File: src/rtl/alarm_irq_pkg.sv
package alarm_irq_pkg;

    localparam int NUM_RT  = 6;
    localparam int NUM_SAT = 2;
    localparam int ALM_W   = NUM_RT + NUM_SAT;

    // Field order is the bit order: the first field sits at bit 7.
    typedef struct packed {
        logic sat_bpv;
        logic sat_err;
        logic remote_alm;
        logic carrier_loss;
        logic frame_err;
        logic zsub_det;
        logic ais_det;
        logic sync_loss;
    } alarm_vec_t;

    typedef struct packed {
        logic strobe;
        logic burst;
    } host_rd_t;

    function automatic logic direct_read(input host_rd_t r);
        return r.strobe & ~r.burst;
    endfunction

    function automatic logic irq_pending(input alarm_vec_t st, input alarm_vec_t mk);
        return |(st & mk);
    endfunction

endpackage

File: src/rtl/rt_event_latch.sv
module rt_event_latch (
    input  logic clk,
    input  logic rst,
    input  logic cond_i,
    input  logic rd_clr_i,
    output logic bit_o
);

    logic cond_q;
    logic bit_q;
    logic rise;
    logic clr;

    assign rise = cond_i & ~cond_q;
    assign clr  = rd_clr_i & ~cond_i;

    always_ff @(posedge clk) begin
        if (rst) begin
            cond_q <= 1'b0;
            bit_q  <= 1'b0;
        end else begin
            cond_q <= cond_i;
            bit_q  <= rise | (bit_q & ~clr);
        end
    end

    assign bit_o = bit_q;

    AST_RT_EDGE_SETS: assert property (@(posedge clk) disable iff (rst)
        (cond_i && !cond_q) |=> bit_q);

    AST_RT_READ_CLEARS: assert property (@(posedge clk) disable iff (rst)
        (rd_clr_i && !cond_i) |=> !bit_q);

    AST_RT_HELD_STAYS: assert property (@(posedge clk) disable iff (rst)
        (bit_q && cond_i) |=> bit_q);

    AST_RT_NO_RELATCH: assert property (@(posedge clk) disable iff (rst)
        (!bit_q && !cond_i) |=> !bit_q);

endmodule

File: src/rtl/sat_alarm_latch.sv
module sat_alarm_latch #(
    parameter int CNT_W = 8
) (
    input  logic             clk,
    input  logic             rst,
    input  logic             sat_set_i,
    input  logic             load_i,
    input  logic [CNT_W-1:0] load_val_i,
    output logic             bit_o
);

    logic bit_q;
    logic reload_clr;

    assign reload_clr = load_i & ~(&load_val_i);

    always_ff @(posedge clk) begin
        if (rst) begin
            bit_q <= 1'b0;
        end else begin
            bit_q <= sat_set_i | (bit_q & ~reload_clr);
        end
    end

    assign bit_o = bit_q;

    AST_SAT_READ_IMMUNE: assert property (@(posedge clk) disable iff (rst)
        (bit_q && !(load_i && (load_val_i != {CNT_W{1'b1}}))) |=> bit_q);

    AST_SAT_RELOAD_CLEARS: assert property (@(posedge clk) disable iff (rst)
        (load_i && (load_val_i != {CNT_W{1'b1}}) && !sat_set_i) |=> !bit_q);

endmodule

File: src/rtl/host_mask_reg.sv
module host_mask_reg #(
    parameter int W = 8
) (
    input  logic         clk,
    input  logic         rst,
    input  logic         wr_i,
    input  logic [W-1:0] wdata_i,
    output logic [W-1:0] mask_o
);

    logic [W-1:0] mask_q;

    always_ff @(posedge clk) begin
        if (rst) begin
            mask_q <= '0;
        end else if (wr_i) begin
            mask_q <= wdata_i;
        end
    end

    assign mask_o = mask_q;

endmodule

File: src/rtl/alarm_irq_ctrl.sv
module alarm_irq_ctrl
    import alarm_irq_pkg::*;
#(
    parameter int CNT_W = 8
) (
    input  logic             clk,
    input  logic             rst,
    input  logic [5:0]       evt_cond_i,
    input  logic [1:0]       sat_hit_i,
    input  logic [1:0]       cnt_load_i,
    input  logic [CNT_W-1:0] cnt_load_val_i,
    input  logic             rd_stb_i,
    input  logic             rd_burst_i,
    output logic [7:0]       rd_data_o,
    input  logic             mask_wr_i,
    input  logic [7:0]       mask_wdata_i,
    output logic [7:0]       mask_o,
    output logic             irq_n_o
);

    host_rd_t   rd_req;
    logic       rd_clr;
    logic [ALM_W-1:0] status;
    logic [ALM_W-1:0] mask;
    alarm_vec_t status_v;
    alarm_vec_t mask_v;

    assign rd_req.strobe = rd_stb_i;
    assign rd_req.burst  = rd_burst_i;
    assign rd_clr        = direct_read(rd_req);

    for (genvar i = 0; i < NUM_RT; i++) begin : g_rt
        rt_event_latch u_rt (
            .clk      (clk),
            .rst      (rst),
            .cond_i   (evt_cond_i[i]),
            .rd_clr_i (rd_clr),
            .bit_o    (status[i])
        );
    end

    for (genvar j = 0; j < NUM_SAT; j++) begin : g_sat
        sat_alarm_latch #(.CNT_W(CNT_W)) u_sat (
            .clk        (clk),
            .rst        (rst),
            .sat_set_i  (sat_hit_i[j]),
            .load_i     (cnt_load_i[j]),
            .load_val_i (cnt_load_val_i),
            .bit_o      (status[NUM_RT+j])
        );
    end

    host_mask_reg #(.W(ALM_W)) u_mask (
        .clk     (clk),
        .rst     (rst),
        .wr_i    (mask_wr_i),
        .wdata_i (mask_wdata_i),
        .mask_o  (mask)
    );

    assign status_v  = alarm_vec_t'(status);
    assign mask_v    = alarm_vec_t'(mask);
    assign irq_n_o   = ~irq_pending(status_v, mask_v);
    assign rd_data_o = status;
    assign mask_o    = mask;

    AST_MASK_OFF_RELEASES: assert property (@(posedge clk) disable iff (rst)
        (mask_wr_i && (mask_wdata_i == 8'h00)) |=> irq_n_o);

    AST_BURST_NO_CLEAR: assert property (@(posedge clk) disable iff (rst)
        (rd_stb_i && rd_burst_i && (cnt_load_i == 2'b00))
        |=> ((rd_data_o & $past(rd_data_o)) == $past(rd_data_o)));

endmodule

File: config.mk
export PLATFORM = sky130hd
export DESIGN_NAME = alarm_irq_ctrl
export DESIGN_NICKNAME = d
export VERILOG_FILES = /design/src/rtl/alarm_irq_pkg.sv /design/src/rtl/rt_event_latch.sv /design/src/rtl/sat_alarm_latch.sv /design/src/rtl/host_mask_reg.sv /design/src/rtl/alarm_irq_ctrl.sv
export SDC_FILE = /design/constraint.sdc
export NUM_CORES = 1
export LEC_CHECK = 0
export BUFFER_PORTS_ARGS = -buffer_cell sky130_fd_sc_hd__buf_2
export CELL_PAD_IN_SITES_DETAIL_PLACEMENT = 1
export CELL_PAD_IN_SITES_GLOBAL_PLACEMENT = 2
export CORE_ASPECT_RATIO = 1.4
export CORE_MARGIN = 2
export CORE_UTILIZATION = 23
export DETAILED_ROUTE_END_ITERATION = 10
export PLACE_DENSITY = 0.79
export SYNTH_ARGS = -nofsm -noshare
export SYNTH_HDL_FRONTEND = slang
export SYNTH_SLANG_ARGS = --single-unit
File: constraint.sdc
create_clock -name clk -period 0.9 [get_ports clk]
set_input_delay 0.135 -clock clk [delete_from_list [all_inputs] [get_ports clk]]
set_output_delay 0.135 -clock clk [all_outputs]
set_load 0.05 [all_outputs]
---- After elaboration in Yosys (flattened, before gate mapping) ----
Index checks and enable logic that the tools add are counted.
word-level totals
  output and inout port bits .............. 17
  input port bits ......................... 31
  logic and storage cells ................. 72
  bits in registers ....................... 22
operators by class
  reduce and logical (&&, ||, !) cells .... 2
  bitwise operators ....................... 55
operators by type and width
  cell                 number
  bitwise AND 1 bit    23
  NOT 1 bit            23
  bitwise AND 8 bit    1
  bitwise OR 1 bit     8
  AND reduction 8 bit  1
  OR reduction 8 bit   1

---- Longest topological paths before layout ----
  depth after elaboration ................. 6
  gate-level depth with buffers ........... 3
  gate-level depth less buffers ........... 3

---- By module ----
A second synthesis with hierarchy kept.
second synthesis, totals
  cells, all modules ...................... 82
  area total of the unflattened synthesis .. 855.8 um^2
modules (own cells, without submodules)
  module           area each (um^2)  seq. area each (um^2)  instances  cells each
  rt_event_latch   67.6              40.0                   6          6
  host_mask_reg    285.3             160.2                  1          26
  sat_alarm_latch  60.1              20.0                   2          7
  alarm_irq_ctrl   45.0              0.0                    1          6

---- Worst setup path after synthesis ----
OpenSTA, ideal clock, no wires.
  kind .................................... register to output
  from .................................... register u_mask.mask_q[2], in the netlist u_mask.mask_o[2]
  to ...................................... output irq_n_o
  cell stages (with the launch flop) ...... 3
  data required time ...................... 0.765 ns
  buffers on the path ..................... 0
  setup slack ............................. -0.424 ns
  data arrival time ....................... 1.189 ns
  cell sequence ........................... dfxtp_1 > a22oi_1 > and4_1
on the way
  longest elaborated chain between the ends .. 3
RTL lines
  element                   line                  source
  start: declaration        host_mask_reg.sv:11   logic [W-1:0] mask_q;
  start signal: assignment  host_mask_reg.sv:17   mask_q <= wdata_i;
  bitwise AND 8 bit         alarm_irq_pkg.sv:29   return |(st & mk);
  OR reduction 8 bit        alarm_irq_pkg.sv:29
  NOT 1 bit                 alarm_irq_ctrl.sv:63  assign irq_n_o = ~irq_pending(status_v, mask_v);
  end: declaration          alarm_irq_ctrl.sv:18  output logic irq_n_o
Every way passes these cells.

---- Worst setup path in the final report ----
  from .................................... register g_rt[1].u_rt.bit_q
  to ...................................... output irq_n_o
on the way
  longest elaborated chain between the ends .. 3
RTL lines
  element                   line                  source
  start: declaration        rt_event_latch.sv:10  logic bit_q;
  start signal: assignment  rt_event_latch.sv:23  bit_q <= rise | (bit_q & ~clr);
  bitwise AND 8 bit         alarm_irq_pkg.sv:29
  OR reduction 8 bit        alarm_irq_pkg.sv:29
  NOT 1 bit                 alarm_irq_ctrl.sv:63
Every way passes these cells.

==> summary.md <==
| Metric | Value |
|---|---|
| Non-Filler Instances | ~190 |
| Status | complete, but fails checks |
| Worst setup path startpoint | g_rt[1].u_rt.bit_o |
| Mapped cell area | 855.8 um2 |
| Critical Path Max Stage Delay | between 0.3 and 0.4 ns |
| Commonest non-fill, non-tap cells in the layout | buf_2, buf_6, buf_8, nor2_1, dfxtp_2 |
| Slowest cell on the critical path | dfxtp_2 |
| Pins Over Slew Limit | 0 |
| Core area | about 0.0036 mm2 |
| Busiest grt layer | met2 |
| Dpl hpwl | 1915 um |
| Share of layout cells above drive strength 1 | 61.84% |
| Initial Util | 23.70% |
| CTS root buf | clkbuf_8 |
| Drt total wl | between 2000 and 3000 um |
| IO Port Bufs | 47 |
| CP Max Fanout | 2 |
| Io pins | 48 |
| Failing checks | setup timing |
| Power, Total | between 2 and 2.5 mW |
| Buffers and inverters on the worst path | 1 |
| Final hold slack | about 0.058 ns |
| CP Cell Sequence | a22oi_2, and4_4, buf_8 |
| Number of cells on the critical path | 3 |
| Delay-heaviest family, CP | flip-flops |
| Area post-placement | 0.001221 mm2 |
| CTS sink cnt | 22 |
| Crit Reg-Reg Endpoint | u_mask.mask_o[5] |
| Die height | 76.18 um |
| Ant. Diodes | 0 |
| Endpoints failing setup | 18 |
| DR iter-0 viols | 16 |
| Worst-Skew Late Latency | 0.25 ns |
| DRC viols | 0 |
| Pre-CTS setup slack | -0.2947 ns |
| Pre-Repair DR Iteration Count | 4 |
| Tmin final | 1.313 ns |
| Syn Area/Cell | 9.616 um2 |
| Final Hold Violating Endpoints | 0 |
| Die width | 55.56 um |
| Die Area | 0.004232 mm2 |
| DR vias | around 840 |
| CP Class | flip-flop to primary output |
| Core Rows | 26 |
| Layout Nets | 184 |
| Max Cap Violations | 0 |
| Slew HR | ~73% |
| Num CTS Buffers | 3 |
| Worst slew pin tran | ~0.40 ns |
| Synth warnings | 0 |
| LEAKAGE | between 0.7 and 0.8 nW |
| Post-Synthesis Cells | roughly 90 |
| Largest net degree at the start of global routing | 23 |
| Worst hold path type | input pin to flip-flop |
| Cts hold-fix bufs | 0 |
| Most common cell after layout, fill and taps aside | buf_2 |
| CTS tree | done |
| Routed length per instance | 13.32 um |
| CTS clk-pin slew, worst paths | 0.08 ns |
| Max Clock Skew | approximately 0.00071 ns |
| Vias in the first global route | 897 |
| GRT Residual Overflow | 0 |
| VDD IR max | 0.6781 mV |
| Syn nets | 120 |
| PwrDens | 1534 mW/mm2 |
| Setup crit start kind | flip-flop |
| RSZ-0062 raised after global routing | true |
| Worst Setup EP | irq_n_o |
| Register bit total from synthesis | 22 |
| Routability congestion estimate | a little over 0.7 |
| Met1 GRT Util | 13.88% |
| Final TNS setup | -1.999 ns |
| Antenna violations before repair | 0 |
| Worst EP required | 0.76 ns |
| Fillers | 415 |
| Unique masters post-synth | 17 |
| Gr usage total | roughly an eighth |
| Area Growth Syn to Fin | 85.23% |
| Design Area, Final | 0.001585 mm2 |
| Met2 Use GR | 22.62% |
| R2R Path Start | u_mask.mask_o[5] |
| Register-to-Register Setup Slack | -0.01 ns |
| DRT antenna net count | 0 |
| Critical Path End Type | primary output |
| FF-to-FF path depth | 4 |
| CTS max path bufs | 2 |
| Arr. time, crit path | 1.18 ns |
| Vias per cell | 4.304 |
| Global-route wire length before repair | 4209 um |
| Register area share after synthesis | roughly 50% |
| Fin util | 43.90% |
| Met3 Resource Use GR | 1.868% |
| Final worst setup slack | -0.4132 ns |
| Tcrit/Tclk final | 145.9% |
| H-tree depth | 1 |
| Max Freq | approximately 760 MHz |
| Placed cells | roughly 180 |
==> layer usage <==
metal | part of all wire (%) | wire length (um)
met1 | 36 | 942
met2 | 60 | 1542
met3 | 2.6 | 67
met4 | 1.3 | 34
met5 | 0 | 0
==> cells in the mapped netlist (all sizes together) <==
cell type   n  area [um2]
buf        11       72.57
mux2i       8       80.08
dfxtp      22       440.4
nor2       10       37.54
a22oi       4       30.03
or2         1       6.260
and4        1       8.760
o21ai       6       30.03
inv         3       11.26
a21oi       6       30.03
nor2b       6       37.54
nand2b      6       37.54
nand2       1       3.750
nand4       2       12.51
a311oi      2       17.52
==> sequential cells by signal, indices dropped and copies added, names as in the netlist <==
| name | flops |
|---|---|
| g_sat.u_sat.bit_o | 2 |
| g_rt.u_rt.bit_o | 6 |
| g_rt.u_rt.cond_q | 6 |
| u_mask.mask_o | 8 |
==> report_power, final <==
group / switching [mW] / internal [mW] / leakage, nW
clock: 0.301 / 0.315 / 0.0228
sequential: 0.0429 / 1.03 / 0.190
combinational: 0.367 / 0.371 / 0.517
==> layout make-up <==
type	count	area (um2)	share of cell area, %
Timing Repair Buffer	70	645.6	40.73
Tap cell	42	52.55	3.315
Clock buffer	4	45.04	2.841
Multi-Input combinational cell	53	352.8	22.26
Sequential cell	22	478.0	30.15
Inverter	3	11.26	0.7103
==> kinds of logic after synthesis <==
family / Yosys count / share of synthesized area [%]
AOI/OAI and AO/OA: 18 / 12.57
buffers and inverters: 14 / 9.795
DFF: 22 / 51.46
muxes: 8 / 9.357
and+or+nand+nor: 27 / 16.81
==> what timing repair did <==
item                                    CTS  global route
resized for setup                        76            10
pin swaps                                 2             2
endpoints found under the setup margin   17            18
setup buffers                             1            10
==> worst min-delay path by stage <==
stage,slack (ns),from,cells past startpoint,endpoint
6_report,0.06,cnt_load_i[1],2,g_sat[1].u_sat.bit_o
5_1_grt,0.05,cnt_load_i[1],2,g_sat[1].u_sat.bit_o
4_1_cts,0.05,cnt_load_i[1],2,g_sat[1].u_sat.bit_o
3_5_place_dp,0.34,cnt_load_i[1],2,g_sat[1].u_sat.bit_o
3_3_place_gp,0.34,cnt_load_i[1],2,g_sat[1].u_sat.bit_o
2_1_floorplan,0.21,rst,1,g_rt[4].u_rt.cond_q
Note: power is estimated with default switching activity, not from simulation.
